<file path="config.mk">
export PLATFORM = sky130hd
export DESIGN_NAME = rename_table
export DESIGN_NICKNAME = d
export VERILOG_FILES = /design/src/rtl/rnm_pkg.sv /design/src/rtl/rnm_entry.sv /design/src/rtl/rnm_rdport.sv /design/src/rtl/rename_table.sv
export SDC_FILE = /design/constraint.sdc
export NUM_CORES = 1
export LEC_CHECK = 0
export ABC_AREA = 1
export BUFFER_PORTS_ARGS = -buffer_cell sky130_fd_sc_hd__buf_2
export CORE_MARGIN = 4
export CORE_UTILIZATION = 35
export DETAILED_ROUTE_END_ITERATION = 7
export PLACE_DENSITY = 0.61
export RECOVER_POWER = 25
export SETUP_SLACK_MARGIN = 0.1
export SYNTH_ARGS = -nofsm -noshare
export SYNTH_HDL_FRONTEND = slang
export SYNTH_SLANG_ARGS = --single-unit
</file>
<file path="constraint.sdc">
create_clock -name clk -period 4.9 [get_ports clk]
set_input_delay 0.49 -clock clk [delete_from_list [all_inputs] [get_ports clk]]
set_output_delay 0.49 -clock clk [all_outputs]
set_load 0.02 [all_outputs]
</file>
<file path="src/rtl/rnm_pkg.sv">
package rnm_pkg;
  localparam int RNM_REGS = 16;
  localparam int RNM_DW   = 16;
  localparam int RNM_TW   = 4;
endpackage

</file>
<file path="src/rtl/rnm_entry.sv">
module rnm_entry
  import rnm_pkg::*;
#(
  parameter int DW = RNM_DW,
  parameter int TW = RNM_TW
) (
  input  logic          clk,
  input  logic          rst_n,
  input  logic          wr_rename,
  input  logic [TW-1:0] wr_tag,
  input  logic          bc_valid,
  input  logic [TW-1:0] bc_tag,
  input  logic [DW-1:0] bc_data,
  output logic          present,
  output logic [DW-1:0] field
);
  localparam int PADW = DW - TW;

  function automatic logic [DW-1:0] tag_to_field(input logic [TW-1:0] t);
    return {{PADW{1'b0}}, t};
  endfunction

  logic bc_hit;
  assign bc_hit = bc_valid && !present && (field[TW-1:0] == bc_tag);

  always_ff @(posedge clk or negedge rst_n) begin
    if (!rst_n) begin
      present <= 1'b1;
      field   <= '0;
    end else if (wr_rename) begin
      present <= 1'b0;
      field   <= tag_to_field(wr_tag);
    end else if (bc_hit) begin
      present <= 1'b1;
      field   <= bc_data;
    end
  end

  a_r3_rename_waits: assert property (@(posedge clk) disable iff (!rst_n)
    wr_rename |=> (!present && field == {{PADW{1'b0}}, $past(wr_tag)}));

  a_r4_fill_on_match: assert property (@(posedge clk) disable iff (!rst_n)
    (bc_hit && !wr_rename) |=> (present && field == $past(bc_data)));

  a_r5_ready_holds: assert property (@(posedge clk) disable iff (!rst_n)
    (present && !wr_rename) |=> (present && $stable(field)));
endmodule

</file>
<file path="src/rtl/rnm_rdport.sv">
module rnm_rdport
  import rnm_pkg::*;
#(
  parameter int NREGS = RNM_REGS,
  parameter int DW    = RNM_DW,
  parameter int TW    = RNM_TW,
  localparam int IW   = $clog2(NREGS)
) (
  input  logic                      clk,
  input  logic                      rst_n,
  input  logic [IW-1:0]             idx,
  input  logic [NREGS-1:0]          ent_present,
  input  logic [NREGS-1:0][DW-1:0]  ent_field,
  input  logic                      bc_valid,
  input  logic [TW-1:0]             bc_tag,
  input  logic [DW-1:0]             bc_data,
  output logic                      ready,
  output logic [DW-1:0]             val
);
  function automatic logic forward_hit(input logic pres, input logic [TW-1:0] held,
                                       input logic bv, input logic [TW-1:0] bt);
    return bv && !pres && (held == bt);
  endfunction

  logic          sel_present;
  logic [DW-1:0] sel_field;
  logic          fwd;

  always_comb begin
    sel_present = ent_present[idx];
    sel_field   = ent_field[idx];
    fwd         = forward_hit(sel_present, sel_field[TW-1:0], bc_valid, bc_tag);
    ready       = sel_present || fwd;
    val         = fwd ? bc_data : sel_field;
  end

  a_r2_ready_entry_read: assert property (@(posedge clk) disable iff (!rst_n)
    ent_present[idx] |-> (ready && val == ent_field[idx]));
endmodule

</file>
<file path="src/rtl/rename_table.sv">
module rename_table
  import rnm_pkg::*;
#(
  parameter int NREGS  = RNM_REGS,
  parameter int DATA_W = RNM_DW,
  parameter int TAG_W  = RNM_TW,
  localparam int IDX_W = $clog2(NREGS)
) (
  input  logic              clk,
  input  logic              rst_n,
  input  logic              dec_valid,
  input  logic [IDX_W-1:0]  dec_src0,
  input  logic [IDX_W-1:0]  dec_src1,
  input  logic              dec_dst_en,
  input  logic [IDX_W-1:0]  dec_dst,
  input  logic [TAG_W-1:0]  dec_tag,
  input  logic              bc_valid,
  input  logic [TAG_W-1:0]  bc_tag,
  input  logic [DATA_W-1:0] bc_data,
  output logic              src0_ready,
  output logic [DATA_W-1:0] src0_val,
  output logic              src1_ready,
  output logic [DATA_W-1:0] src1_val
);
  logic [NREGS-1:0]             ent_present;
  logic [NREGS-1:0][DATA_W-1:0] ent_field;
  logic [NREGS-1:0]             rename_sel;
  logic                         rename_fire;

  assign rename_fire = dec_valid && dec_dst_en;

  for (genvar g = 0; g < NREGS; g++) begin : g_ent
    assign rename_sel[g] = rename_fire && (dec_dst == IDX_W'(g));
    rnm_entry #(.DW(DATA_W), .TW(TAG_W)) u_ent (
      .clk       (clk),
      .rst_n     (rst_n),
      .wr_rename (rename_sel[g]),
      .wr_tag    (dec_tag),
      .bc_valid  (bc_valid),
      .bc_tag    (bc_tag),
      .bc_data   (bc_data),
      .present   (ent_present[g]),
      .field     (ent_field[g])
    );
  end

  logic [1:0]             rd_ready;
  logic [1:0][DATA_W-1:0] rd_val;
  logic [1:0][IDX_W-1:0]  rd_idx;
  assign rd_idx[0] = dec_src0;
  assign rd_idx[1] = dec_src1;

  for (genvar p = 0; p < 2; p++) begin : g_rd
    rnm_rdport #(.NREGS(NREGS), .DW(DATA_W), .TW(TAG_W)) u_rd (
      .clk         (clk),
      .rst_n       (rst_n),
      .idx         (rd_idx[p]),
      .ent_present (ent_present),
      .ent_field   (ent_field),
      .bc_valid    (bc_valid),
      .bc_tag      (bc_tag),
      .bc_data     (bc_data),
      .ready       (rd_ready[p]),
      .val         (rd_val[p])
    );
  end

  assign src0_ready = rd_ready[0];
  assign src0_val   = rd_val[0];
  assign src1_ready = rd_ready[1];
  assign src1_val   = rd_val[1];

  a_r10_no_rename_when_idle: assert property (@(posedge clk) disable iff (!rst_n)
    !rename_fire |-> (rename_sel == '0));

  a_r8_single_rename: assert property (@(posedge clk) disable iff (!rst_n)
    $onehot0(rename_sel));

  // a forwarded value becomes the entry's stored value one cycle later
  a_r6_forward_lands: assert property (@(posedge clk) disable iff (!rst_n)
    (!ent_present[dec_src0] && src0_ready && !rename_sel[dec_src0])
      |=> (ent_present[$past(dec_src0)] && ent_field[$past(dec_src0)] == $past(src0_val)));
endmodule

</file>
Word-level counts from Yosys, hierarchy flattened
Cells that the tools add are included. Widths: inputs -> output; s select.

Magnitude comparators: 2. Eq/ne operators: 33. Mux-type cells: 74. Reduce and logical (&&, ||, !) cells: 90.

Operator list (count): $mux 16 (36); $bmux 16 s4 (2); $eq 4x4->1 (18); $logic_and 1x1->1 (53); $mux 1 (34); $eq 4x4->1 const B (8); $reduce_bool 2->1 (16); $logic_not 1->1 (18); $eq 4x3->1 const B (4); $lt 4x5->1 const B (2); $bmux 1 s4 (2); $eq 4x2->1 const B (2); $eq 4x1->1 const B (1); $logic_not 4->1 (1); $logic_or 1x1->1 (2).

Register bits after elaboration: 272. Input bits: 41.

Depth between registers and ports, before layout
Depth after elaboration: 6. Gate-level depth with buffers: 15.

By module
From an unflattened synthesis, not the netlist that was laid out.

Cell total of the unflattened synthesis: 3017. Area total of the unflattened synthesis: 21672.0 µm².

Modules (own cells, without submodules): rnm_entry (instances 16, cells an instance 107, area an instance 980.9 µm², sequential area each 426.7 µm²); rnm_rdport (instances 2, cells an instance 635, area an instance 2922.8 µm², sequential area each 0.0 µm²); rename_table (instances 1, cells an instance 35, area an instance 131.4 µm², sequential area each 0.0 µm²).

Worst setup path after synthesis
Ideal clock, no wire load.

Kind: input to output. Start point: input dec_src1[1]. End point: output src1_val[10]. Data arrival time: 1.933 ns. Path slack: 2.477 ns. Stages on the path: 13. Path through: buf_2 > inv_1 > buf_2 > a21oi_1 > o21ai_0 > nand3_1 > nand3_1 > nand3_1 > nand2_1 > nor2_4 > buf_4 > nand3_1 > nand2_1.

Cells in the longest elaborated chain, start to end: 6.

Ends and longest elaborated chain: start, declared (RTL line rename_table.sv:13) `input logic [IDX_W-1:0] dec_src1,`; parallel branches: the longest is 5 deep, another holds $bmux 16 s4; $mux 16 * (RTL line rnm_rdport.sv:34) `val = fwd ? bc_data : sel_field;`; end, declared (RTL line rename_table.sv:23) `output logic [DATA_W-1:0] src1_val`.

Every way passes the cells marked *. The select of a mux whose other input is x is not followed.

Worst setup path in the final report
Start point: input dec_src0[0]. End point: output src0_ready.

Cells in the longest elaborated chain, start to end: 6.

Ends and longest elaborated chain: start, declared (RTL line rename_table.sv:12) `input logic [IDX_W-1:0] dec_src0,`; parallel branches: the longest is 5 deep, another holds $bmux 16 s4; $logic_or 1x1->1 * (RTL line rnm_rdport.sv:33) `ready = sel_present || fwd;`; end, declared (RTL line rename_table.sv:20) `output logic src0_ready,`.

Marks and branches as above.

==> flow_summary.json <==
{
  "endpoint_kind": "output port",
  "routed_via_density": 6.10,
  "mostFrequentLayoutCell": "o21ai_0",
  "cp-start-kind": "primary input",
  "ys_ff_latch": 272,
  "synthArstFlopShare": 1.00,
  "ys_top_cells_by_area": "dfrtp_1, o21ai_0, nand2_1",
  "finalMaxSlewViolations": 114,
  "period_minus_slack_ns": 3.90,
  "setup_ws_ns": 0.995,
  "rsz0062_at_grt": "no",
  "netlist_area_um2": 16600,
  "cts_max_path_buffers": 3,
  "detail_route.iter0.violations": 2175,
  "slew_headroom": -1.11,
  "core_um2": 46800,
  "antenna-diode-count": 0,
  "synth_seq_area_share": 0.411,
  "crit_fanout": 78,
  "postCtsHoldBufs": 0,
  "synth_top_area_frac": 0.386,
  "setup_tns_ns": 0,
  "hold_ws_ns": 0.281,
  "finalWirelength_mm": 68.9,
  "yosys_most_used_dff": "dfrtp_1",
  "finalSetupViolCount": 0,
  "cts_resized": 0,
  "area_delta_synth_final_pct": 9.15,
  "clkSinkCount": 272,
  "hold_path.class": "in2reg",
  "finalHoldViolCount": 0,
  "grt_pass1_vias": 17024,
  "drc": 0,
  "ios": 75,
  "cp_data_arrival_time_ns": 3.41,
  "cts_tree": "done",
  "worstPathRequired_ns": 4.41,
  "power_mw": 10.1,
  "root_buffer": "clkbuf_16",
  "start_util": 0.355,
  "fp.dieH_um": 226,
  "worst_pin_slew_ns": 3.17,
  "grt_pass1_wl_mm": 105,
  "vias": 17930,
  "routedWlPerCell_um": 23.5,
  "max_freq_ghz": 0.256,
  "mostFrequentLayoutCells": "o21ai_0, nand2_1, dfrtp_1, nand3_1, inv_1",
  "outcome": "finished, violations left",
  "die_area_um2": 51000,
  "grt_max_degree": 120,
  "path_clk_slew_ns": 0.08,
  "avgSynthCellArea_um2": 7.03,
  "synth.distinct_cells": 27,
  "leakage_nw": 8.14,
  "finalCritPeriodShare": 0.797,
  "gp_congestion": 0.983,
  "grt-ovfl-total": 0,
  "drive_gt1_frac": 0.0751,
  "syn_inst": 2361,
  "worst_clock_skew_ns": 0.0385,
  "dp_slack_ns": 1.08,
  "peakVddDrop_mv": 0.334,
  "post-route-cell-area_um2": 18100,
  "worstSetupPathType": "in2out",
  "cellPowerDensity_nw_per_um2": 555,
  "track_usage": 0.264,
  "ys.warnings.count": 0,
  "dr.pass1.iters": 6,
  "synth_top_cell_by_area": "dfrtp_1",
  "cts-buffers-inserted": 30,
  "die_x_um": 226,
  "dpl_cell_area_um2": 17100,
  "drtAntennaViolNets": 0,
  "n_fill_cell": 4913,
  "antenna_found_initial": 0,
  "port_buffers": 74,
  "clkLatencyLatePin_ns": 0.62,
  "violations": "max-capacitance violations, max-slew violations",
  "cts_setup_buffers": 0,
  "synth_edf_count": 0,
  "placementRows": 79,
  "hpwl_mm": 45.5,
  "maxCapViolations": 1,
  "layout.nets": 2349,
  "syn_nets": 2402,
  "htree_levels": 1
}
[path summary, 6_finish.rpt]
kind,start,endpoint,slack (ns),cells after the start
max in group asynchronous,rst_n,g_ent[7].u_ent.field[5],1.98,2
min in group asynchronous,rst_n,g_ent[3].u_ent.field[1],0.86,1
setup / recovery,dec_src0[0],src0_ready,1.0,13
setup reg to reg,g_ent[1].u_ent.field[1],g_ent[1].u_ent.field[1],2.23,7
hold reg to reg,g_ent[14].u_ent.field[10],g_ent[14].u_ent.field[10],0.50,2
hold / removal,bc_data[0],g_ent[9].u_ent.field[0],0.28,3
[cell usage after synthesis, types with 16 or more instances]
cell,instances
dfrtp_1,256
clkbuf_1,100
dfstp_2,16
inv_1,186
nand3_1,218
nor2_1,171
buf_2,52
a21oi_1,140
o22ai_1,98
o21ai_0,483
nand2_1,482
o211ai_1,32
o221ai_1,48
[report_power, final]
part	switching (mW)	internal (mW)	leakage, nW
sequential	0.680	3.38	3.34
combinational	2.36	1.23	4.30
clock	1.00	1.40	0.507
total	4.04	6.01	8.14
[routing by layer]
metal  share of wire  track usage  up-vias  routed length (um)
li1                -            -     7983                   -
met1            0.42        0.365     8712               28600
met2            0.44        0.409     1047               30000
met3           0.096       0.0420      188                6600
met4           0.053        0.118        0                3670
met5               0            0        -                   0
[layout make-up]
type / instances / area (um2) / area share
Clock buffer: 50 / 936 / 0.0516
Clock inverter: 5 / 100 / 0.00552
Timing Repair Buffer: 96 / 562 / 0.0310
Multi-Input combinational cell: 1713 / 8210 / 0.453
Inverter: 195 / 732 / 0.0404
Tap cell: 607 / 759 / 0.0419
Sequential cell: 272 / 6830 / 0.377
[state kept, by name, summed over array words and instances (netlist names)]
name and flops:
g_ent.u_ent.present 16, g_ent.u_ent.field 256
[worst max-delay path: stages]
cell and delay, ns:
buf_6 0.30, buf_4 0.66, nand2_1 0.12, o211ai_1 0.11, nand3_1 0.10, nand3_1 0.14
nand2_1 0.09, nand2_1 0.06, nand2_1 0.10, nor2_4 0.48, nand2_4 0.29, nand2_1 0.23
buf_2 0.19
[logic make-up after synthesis]
| kind of cell | share of synthesized area |
|---|---|
| flops | 0.411 |
| buf+inv | 0.0945 |
| compound gates | 0.272 |
| simple gates | 0.223 |
[through the flow]
| stage | cells | util |
|---|---|---|
| global route | 2938 | 0.388 |
| finish | 2938 | 0.388 |
| detailed placement | 2883 | 0.366 |
| CTS | 2938 | 0.388 |
| floorplan | 2361 | - |
| global placement | 2883 | 0.366 |
Power figures use the tool's default switching activity.
